$ cat src/rtl/bsched_pkg.sv
package bsched_pkg;

    localparam int ADDR_W     = 32;
    localparam int CNT_W      = 16;
    localparam int DATA_W     = 128;
    localparam int BEAT_BYTES = DATA_W / 8;
    localparam int BEAT_SH    = $clog2(BEAT_BYTES);
    localparam int BADDR_W    = ADDR_W - BEAT_SH;
    localparam int BCNT_W     = CNT_W - BEAT_SH;

    typedef logic [BADDR_W-1:0] baddr_t;
    typedef logic [BCNT_W-1:0]  bcnt_t;

    // position of a context walk, counted in beats
    typedef struct packed {
        baddr_t addr;
        bcnt_t  left;
    } walk_t;

    // beats in the next command: stop at the burst-aligned edge or at the end
    function automatic bcnt_t split_len(input baddr_t a, input bcnt_t left,
                                        input int unsigned burst_beats);
        bcnt_t off;
        bcnt_t room;
        off  = bcnt_t'(a & baddr_t'(burst_beats - 1));
        room = bcnt_t'(burst_beats) - off;
        return (left < room) ? left : room;
    endfunction

    function automatic logic [ADDR_W-1:0] beat_to_byte(input baddr_t a);
        return {a, {BEAT_SH{1'b0}}};
    endfunction

endpackage

$ cat src/rtl/bsched_fifo.sv
module bsched_fifo #(
    parameter int DEPTH = 16,
    parameter int W     = 128,
    localparam int PW   = $clog2(DEPTH),
    localparam int CW   = $clog2(DEPTH + 1)
) (
    input  logic          clk,
    input  logic          rst,
    input  logic          push,
    input  logic [W-1:0]  din,
    input  logic          pop,
    output logic [W-1:0]  dout,
    output logic [CW-1:0] count
);

    logic [W-1:0]  mem [DEPTH];
    logic [PW-1:0] wp;
    logic [PW-1:0] rp;

    function automatic logic [PW-1:0] bump(input logic [PW-1:0] p);
        return (p == PW'(DEPTH - 1)) ? '0 : p + PW'(1);
    endfunction

    always_ff @(posedge clk) begin
        if (push) mem[wp] <= din;
    end

    always_ff @(posedge clk) begin
        if (rst) begin
            wp    <= '0;
            rp    <= '0;
            count <= '0;
        end else begin
            if (push) wp <= bump(wp);
            if (pop)  rp <= bump(rp);
            count <= count + CW'(push) - CW'(pop);
        end
    end

    assign dout = mem[rp];

endmodule

$ cat src/rtl/bsched_walk.sv
module bsched_walk
    import bsched_pkg::*;
#(
    parameter int BURST_BEATS = 8
) (
    input  logic              clk,
    input  logic              rst,
    input  logic              ld,
    input  logic [ADDR_W-1:0] ld_addr,
    input  logic [CNT_W-1:0]  ld_bytes,
    input  logic              adv,
    output baddr_t            cur_addr,
    output bcnt_t             cur_left,
    output bcnt_t             cur_len
);

    walk_t w_q;

    always_ff @(posedge clk) begin
        if (rst) begin
            w_q <= '0;
        end else if (ld) begin
            w_q.addr <= ld_addr[ADDR_W-1:BEAT_SH];
            w_q.left <= ld_bytes[CNT_W-1:BEAT_SH];
        end else if (adv) begin
            w_q.addr <= w_q.addr + baddr_t'(cur_len);
            w_q.left <= w_q.left - cur_len;
        end
    end

    assign cur_addr = w_q.addr;
    assign cur_left = w_q.left;
    assign cur_len  = split_len(w_q.addr, w_q.left, BURST_BEATS);

endmodule

$ cat src/rtl/burst_sched.sv
module burst_sched
    import bsched_pkg::*;
#(
    parameter int FIFO_BEATS  = 16,
    parameter int BURST_BYTES = 128,
    localparam int BURST_BEATS = BURST_BYTES / BEAT_BYTES,
    localparam int LEN_W       = $clog2(BURST_BYTES + 1),
    localparam int CW          = $clog2(FIFO_BEATS + 1)
) (
    input  logic              clk,
    input  logic              rst,
    input  logic              src_valid,
    output logic              src_ready,
    input  logic [ADDR_W-1:0] src_addr,
    input  logic [CNT_W-1:0]  src_bytes,
    output logic              src_done,
    input  logic              dst_valid,
    output logic              dst_ready,
    input  logic [ADDR_W-1:0] dst_addr,
    input  logic [CNT_W-1:0]  dst_bytes,
    output logic              dst_done,
    output logic              rd_cmd_valid,
    input  logic              rd_cmd_ready,
    output logic [ADDR_W-1:0] rd_cmd_addr,
    output logic [LEN_W-1:0]  rd_cmd_bytes,
    input  logic              rd_ret_valid,
    input  logic [DATA_W-1:0] rd_ret_data,
    output logic              wr_cmd_valid,
    input  logic              wr_cmd_ready,
    output logic [ADDR_W-1:0] wr_cmd_addr,
    output logic [LEN_W-1:0]  wr_cmd_bytes,
    output logic              wr_beat_valid,
    input  logic              wr_beat_ready,
    output logic [DATA_W-1:0] wr_beat_data
);

    // shared channel storage
    logic [CW-1:0]     fifo_cnt;
    logic [DATA_W-1:0] fifo_dout;

    // source side state
    logic   s_act;
    logic   s_done_q;
    bcnt_t  s_ret;
    bcnt_t  s_left;
    bcnt_t  s_len;
    bcnt_t  s_outst;
    baddr_t s_addr;
    bcnt_t  src_beats;
    logic   src_fire;
    logic   rd_fits;
    logic   rd_fire;
    logic   ret_fire;

    // destination side state
    logic   d_act;
    logic   d_done_q;
    bcnt_t  d_pend;
    bcnt_t  d_left;
    bcnt_t  d_len;
    baddr_t d_addr;
    bcnt_t  dst_beats;
    logic   dst_fire;
    logic   wr_fits;
    logic   wr_fire;
    logic   pop;

    // ---------------- source side ----------------
    assign src_ready = ~s_act;
    assign src_fire  = src_valid & src_ready;
    assign src_beats = src_bytes[CNT_W-1:BEAT_SH];
    assign s_outst   = s_ret - s_left;
    assign rd_fits   = (32'(fifo_cnt) + 32'(s_outst) + 32'(s_len)) <= 32'(FIFO_BEATS);
    assign rd_cmd_valid = s_act & (s_left != '0) & rd_fits;
    assign rd_fire   = rd_cmd_valid & rd_cmd_ready;
    assign ret_fire  = rd_ret_valid & s_act;

    bsched_walk #(.BURST_BEATS(BURST_BEATS)) src_walk_i (
        .clk      (clk),
        .rst      (rst),
        .ld       (src_fire),
        .ld_addr  (src_addr),
        .ld_bytes (src_bytes),
        .adv      (rd_fire),
        .cur_addr (s_addr),
        .cur_left (s_left),
        .cur_len  (s_len)
    );

    always_ff @(posedge clk) begin
        if (rst) begin
            s_act    <= 1'b0;
            s_ret    <= '0;
            s_done_q <= 1'b0;
        end else begin
            s_done_q <= 1'b0;
            if (src_fire) begin
                s_ret    <= src_beats;
                s_act    <= (src_beats != '0);
                s_done_q <= (src_beats == '0);
            end else if (ret_fire) begin
                s_ret <= s_ret - bcnt_t'(1);
                if (s_ret == bcnt_t'(1)) begin
                    s_act    <= 1'b0;
                    s_done_q <= 1'b1;
                end
            end
        end
    end

    assign src_done     = s_done_q;
    assign rd_cmd_addr  = beat_to_byte(s_addr);
    assign rd_cmd_bytes = LEN_W'(32'(s_len) << BEAT_SH);

    // ---------------- destination side ----------------
    assign dst_ready = ~d_act;
    assign dst_fire  = dst_valid & dst_ready;
    assign dst_beats = dst_bytes[CNT_W-1:BEAT_SH];
    assign wr_fits   = 32'(fifo_cnt) >= (32'(d_pend) + 32'(d_len));
    assign wr_cmd_valid  = d_act & (d_left != '0) & wr_fits;
    assign wr_fire       = wr_cmd_valid & wr_cmd_ready;
    assign wr_beat_valid = (d_pend != '0);
    assign pop           = wr_beat_valid & wr_beat_ready;

    bsched_walk #(.BURST_BEATS(BURST_BEATS)) dst_walk_i (
        .clk      (clk),
        .rst      (rst),
        .ld       (dst_fire),
        .ld_addr  (dst_addr),
        .ld_bytes (dst_bytes),
        .adv      (wr_fire),
        .cur_addr (d_addr),
        .cur_left (d_left),
        .cur_len  (d_len)
    );

    always_ff @(posedge clk) begin
        if (rst) begin
            d_act    <= 1'b0;
            d_pend   <= '0;
            d_done_q <= 1'b0;
        end else begin
            d_done_q <= 1'b0;
            if (dst_fire) begin
                d_act    <= (dst_beats != '0);
                d_pend   <= '0;
                d_done_q <= (dst_beats == '0);
            end else if (d_act) begin
                d_pend <= d_pend + (wr_fire ? d_len : bcnt_t'(0)) - bcnt_t'(pop);
                if (pop && d_pend == bcnt_t'(1) && d_left == '0) begin
                    d_act    <= 1'b0;
                    d_done_q <= 1'b1;
                end
            end
        end
    end

    assign dst_done     = d_done_q;
    assign wr_cmd_addr  = beat_to_byte(d_addr);
    assign wr_cmd_bytes = LEN_W'(32'(d_len) << BEAT_SH);

    // ---------------- channel FIFO ----------------
    bsched_fifo #(.DEPTH(FIFO_BEATS), .W(DATA_W)) fifo_i (
        .clk   (clk),
        .rst   (rst),
        .push  (ret_fire),
        .din   (rd_ret_data),
        .pop   (pop),
        .dout  (fifo_dout),
        .count (fifo_cnt)
    );

    assign wr_beat_data = fifo_dout;

endmodule

$ cat config.mk
export PLATFORM = sky130hd
export DESIGN_NAME = burst_sched
export DESIGN_NICKNAME = d
export VERILOG_FILES = /design/src/rtl/bsched_pkg.sv /design/src/rtl/bsched_fifo.sv /design/src/rtl/bsched_walk.sv /design/src/rtl/burst_sched.sv
export SDC_FILE = /design/constraint.sdc
export NUM_CORES = 2
export LEC_CHECK = 0
export BUFFER_PORTS_ARGS = -buffer_cell sky130_fd_sc_hd__buf_4
export CAP_MARGIN = 20
export CELL_PAD_IN_SITES_DETAIL_PLACEMENT = 1
export CELL_PAD_IN_SITES_GLOBAL_PLACEMENT = 2
export CORE_ASPECT_RATIO = 1.4
export CORE_MARGIN = 3
export CORE_UTILIZATION = 45
export DETAILED_ROUTE_END_ITERATION = 10
export PLACE_DENSITY = 0.75
export SLEW_MARGIN = 20
export SYNTH_ARGS = -nofsm -noshare
export SYNTH_HDL_FRONTEND = slang
export SYNTH_HIERARCHICAL = 1
export SYNTH_SLANG_ARGS = --single-unit
$ cat constraint.sdc
create_clock -name clk -period 7.6 [get_ports clk]
set_input_delay 0.76 -clock clk [delete_from_list [all_inputs] [get_ports clk]]
set_output_delay 0.76 -clock clk [all_outputs]
set_load 0.01 [all_outputs]
==> summary.txt <==
Status = finished clean
Top FF cell, synth = edfxtp_1
Sequential share of power = 46.5%
Ys Warns = 6
Synthesized area = 0.0878 mm^2
Clock buffer depth = 3
Share of total power in the clock network = 35.2%
Leak Pwr = 32.1 nW
Worst skew pair latency = 0.86 ns
Final hold viol count = 0
CTS tree = done
WS Path Type = flip-flop to flip-flop
Wire length per cell = 28.8 um
RSZ-0062 raised after global routing = no
Worst-Margin Slew = 1.08 ns
Vias = 43900
Starting Density = 45.3%
Psw = 7.33 mW
Vias in the first global route = 47300
Pint = 21.4 mW
TritonRoute pass-1 iters = 5
Worst hold path type = primary input to flip-flop
Worst-path fanout max = 13
Count of different cell masters after synthesis = 82
CTS Sinks = 2173
WL final = 217000 um
Cell Area, Placed = 0.0937 mm^2
Design Area, Final = 0.100 mm^2
Yosys reg bits = 2173
Port Buffers = 414
First-pass GRT wire length = 320000 um
Crit. End Element = flip-flop
Crit path required time = 8.39 ns
Final setup viols = 0
Post-synth EDFFs = 2048
Mean post-synth cell area = 20.0 um^2
Fin crit period = 6.96 ns
Tot GR Track Use = 21.8%
Sw Ratio = 25.5%
Met3 WL = 17200 um
Setup ws final = 0.639 ns
Max-cap violations = 0
Remaining Overflow, GRT = 0
Initial drt markers = 3371
Initial antenna violation count = 35
Crit start category = flip-flop
Worst-case clock skew = 0.0540 ns
Wire length on met2 = 107000 um
Setup TNS = 0 ns
Area growth syn-to-layout = 14.4%
Reg clk slew, reported paths = 0.07 ns
Area of the multi-input gates = 0.0222 mm^2
Filler cells = 17300
Critical Path Max Stage Delay = 0.49 ns
Fmax = 144 MHz
Pin count of the biggest net entering global routing = 131
Final Net Count = 5228
Finished Core Util = 51.9%
Top Metal Used = met5
Cell with the largest stage delay on the worst path = or4_1
Antenna viol nets, final = 0
Most frequent cell on the critical path = ha_1
Final worst-path cycle share = 91.6%
Clk root buf = clkbuf_16
Syn Inst Count = 4380
Post-synthesis sequential area ratio = 72.9%
Num CTS Buffers = 204
Critical path arrival = 7.75 ns
HPWL Detailed = 116000 um
Core area = 0.194 mm^2
Async S/R FF share, synth = 0%
FF+latch area = 0.0640 mm^2
VDD IR max = 0.000255 V
Gp weighted congestion = 0.789
Combinational Power Share = 18.3%
Layout cell share with drive strength beyond 1 = 27.7%
Post-Route M1 WL = 89900 um
DRC violations left = 0
Core Rows = 191
Die X = 379 um
CTS H-tree lvls = 4
Die height = 529 um
# Post-CTS Setup Buffers = 0
Boundary Pins = 447
Area of the die = 0.200 mm^2
Relative slew slack = 28.3%
Pre-CTS setup slack = 0.272 ns
Pwr/cell area = 286 mW/mm^2
Max-slew violations = 0
Vias per Instance = 5.81
-- worst max-delay path, delay by kind of cell (launching register included) --
family,cells,cell delay (ns)
flops,1,0.36
fa+ha+maj,6,1.83
compound gates,11,2.33
simple gates,10,2.16
xor+xnor,1,0.09
buf+inv,2,0.13
-- registers in the layout (all words and copies together) (netlist names), named ones only --
signal,count
src_done,1
fifo_i/wp,4
fifo_i/rp,4
src_walk_i/cur_addr,28
dst_walk_i/cur_addr,28
fifo_i/mem,2048
dst_walk_i/cur_left,12
dst_done,1
src_walk_i/cur_left,12
d_pend,12
fifo_i/count,5
s_act,1
d_act,1
s_ret,12
-- synthesized netlist by cell type, types with 18 or more instances --
library cell / n / area share (%)
a21o_1: 29 / 0.25
nand3_1: 25 / 0.14
a211oi_1: 90 / 0.77
o22ai_1: 22 / 0.16
ha_1: 120 / 1.7
and2_1: 21 / 0.15
mux2i_1: 114 / 1.3
o21ai_0: 40 / 0.23
buf_4: 56 / 0.48
nor4_1: 26 / 0.19
nor3_1: 27 / 0.15
nor2b_1: 61 / 0.43
o221ai_1: 24 / 0.24
o21bai_1: 23 / 0.20
mux4_2: 562 / 14
buf_1: 18 / 0.077
inv_1: 112 / 0.48
xnor2_1: 63 / 0.63
nor2_1: 141 / 0.60
edfxtp_1: 2048 / 70
nand2_1: 76 / 0.32
clkbuf_1: 92 / 0.39
buf_2: 63 / 0.36
dfxtp_1: 125 / 2.9
a21oi_1: 159 / 0.91
xor2_1: 24 / 0.24
-- power groups by stage --
stage	Sequential, mW	Combinational, mW	Clock (mW)
final	13.4	5.26	10.1
after floorplan	13.5	3.74	0
after detailed placement	13.6	5.33	0
after global placement	13.6	5.27	0
after global routing	13.4	5.79	10.9
after CTS	13.4	5.36	10.4
-- logic make-up after synthesis --
group,Yosys count,synth area share [%]
buf+inv,358,1.99
mux,678,15.7
xor+xnor,87,0.868
compound gates,473,3.66
simple gates,474,2.78
flops,2173,72.9
other cells,3,0.0128
fa+ha+maj,134,2.03
-- stage by stage --
| step | hold slack (ns) | instances | total power, mW |
|---|---|---|---|
| 6_report | 0.142 | 7555 | 28.8 |
| 5_1_grt | 0.0872 | 7544 | 30.0 |
| 4_1_cts | 0.0633 | 7543 | 29.1 |
| 3_5_place_dp | 0.501 | 7165 | 19.0 |
| 3_3_place_gp | 0.487 | 7165 | 18.9 |
| 2_1_floorplan | 0.473 | 4425 | 17.3 |
-- placed cells by master, fill, tap and decap left out, drive strengths merged, types with 9 or more instances in the layout --
master	count
nor3	27
a31oi	14
o21bai	23
ha	120
a311oi	10
clkbuf	249
nor3b	9
mux4	562
mux2i	114
nand4	12
o221ai	24
and2	22
buf	474
xnor2	63
inv	123
o22ai	22
nor2b	61
nor4	26
or2	10
a21oi	161
bufinv	18
conb	48
dfxtp	125
nand2	76
xor2	24
or3	17
a221oi	12
nand3	25
a21o	33
fa	14
diode	12
clkinv	94
edfxtp	2048
clkinvlp	9
and3	15
nor2	141
o21ai	41
a211oi	90
-- metal layers --
layer,global-route usage (%),vias to the layer above
li1,-,18900
met1,29.0,23500
met2,35.8,1138
met3,6.37,263
met4,4.46,40
met5,0,-
-- worst paths after layout --
check | from | endpoint | slack, ns | cells past startpoint
worst min-delay path | dst_addr[6] | dst_walk_i/cur_addr[2] | 0.14 | 3
worst max register to register | dst_walk_i/cur_addr[0] | d_pend[10] | 0.64 | 30
worst max-delay path | dst_walk_i/cur_addr[0] | d_pend[10] | 0.64 | 30
worst min register to register | fifo_i/rp[3] | flip-flop | 0.51 | 2
-- final cells by class --
| type | count | share of cell area [%] |
|---|---|---|
| antenna | 12 | 0.0299 |
| clock buffer | 249 | 5.25 |
| clock inverter | 129 | 1.37 |
| inverter | 115 | 0.435 |
| multi-input combinational | 1894 | 22.2 |
| sequential | 2173 | 63.8 |
| tap | 2509 | 3.13 |
| timing repair buffer | 474 | 3.86 |
-- repair_timing --
item / CTS / global route
resized for setup: 0 / 5
setup endpoints to repair: 0 / 4
hold buffers: 0 / 0
(Power assumes the default switching activity.)
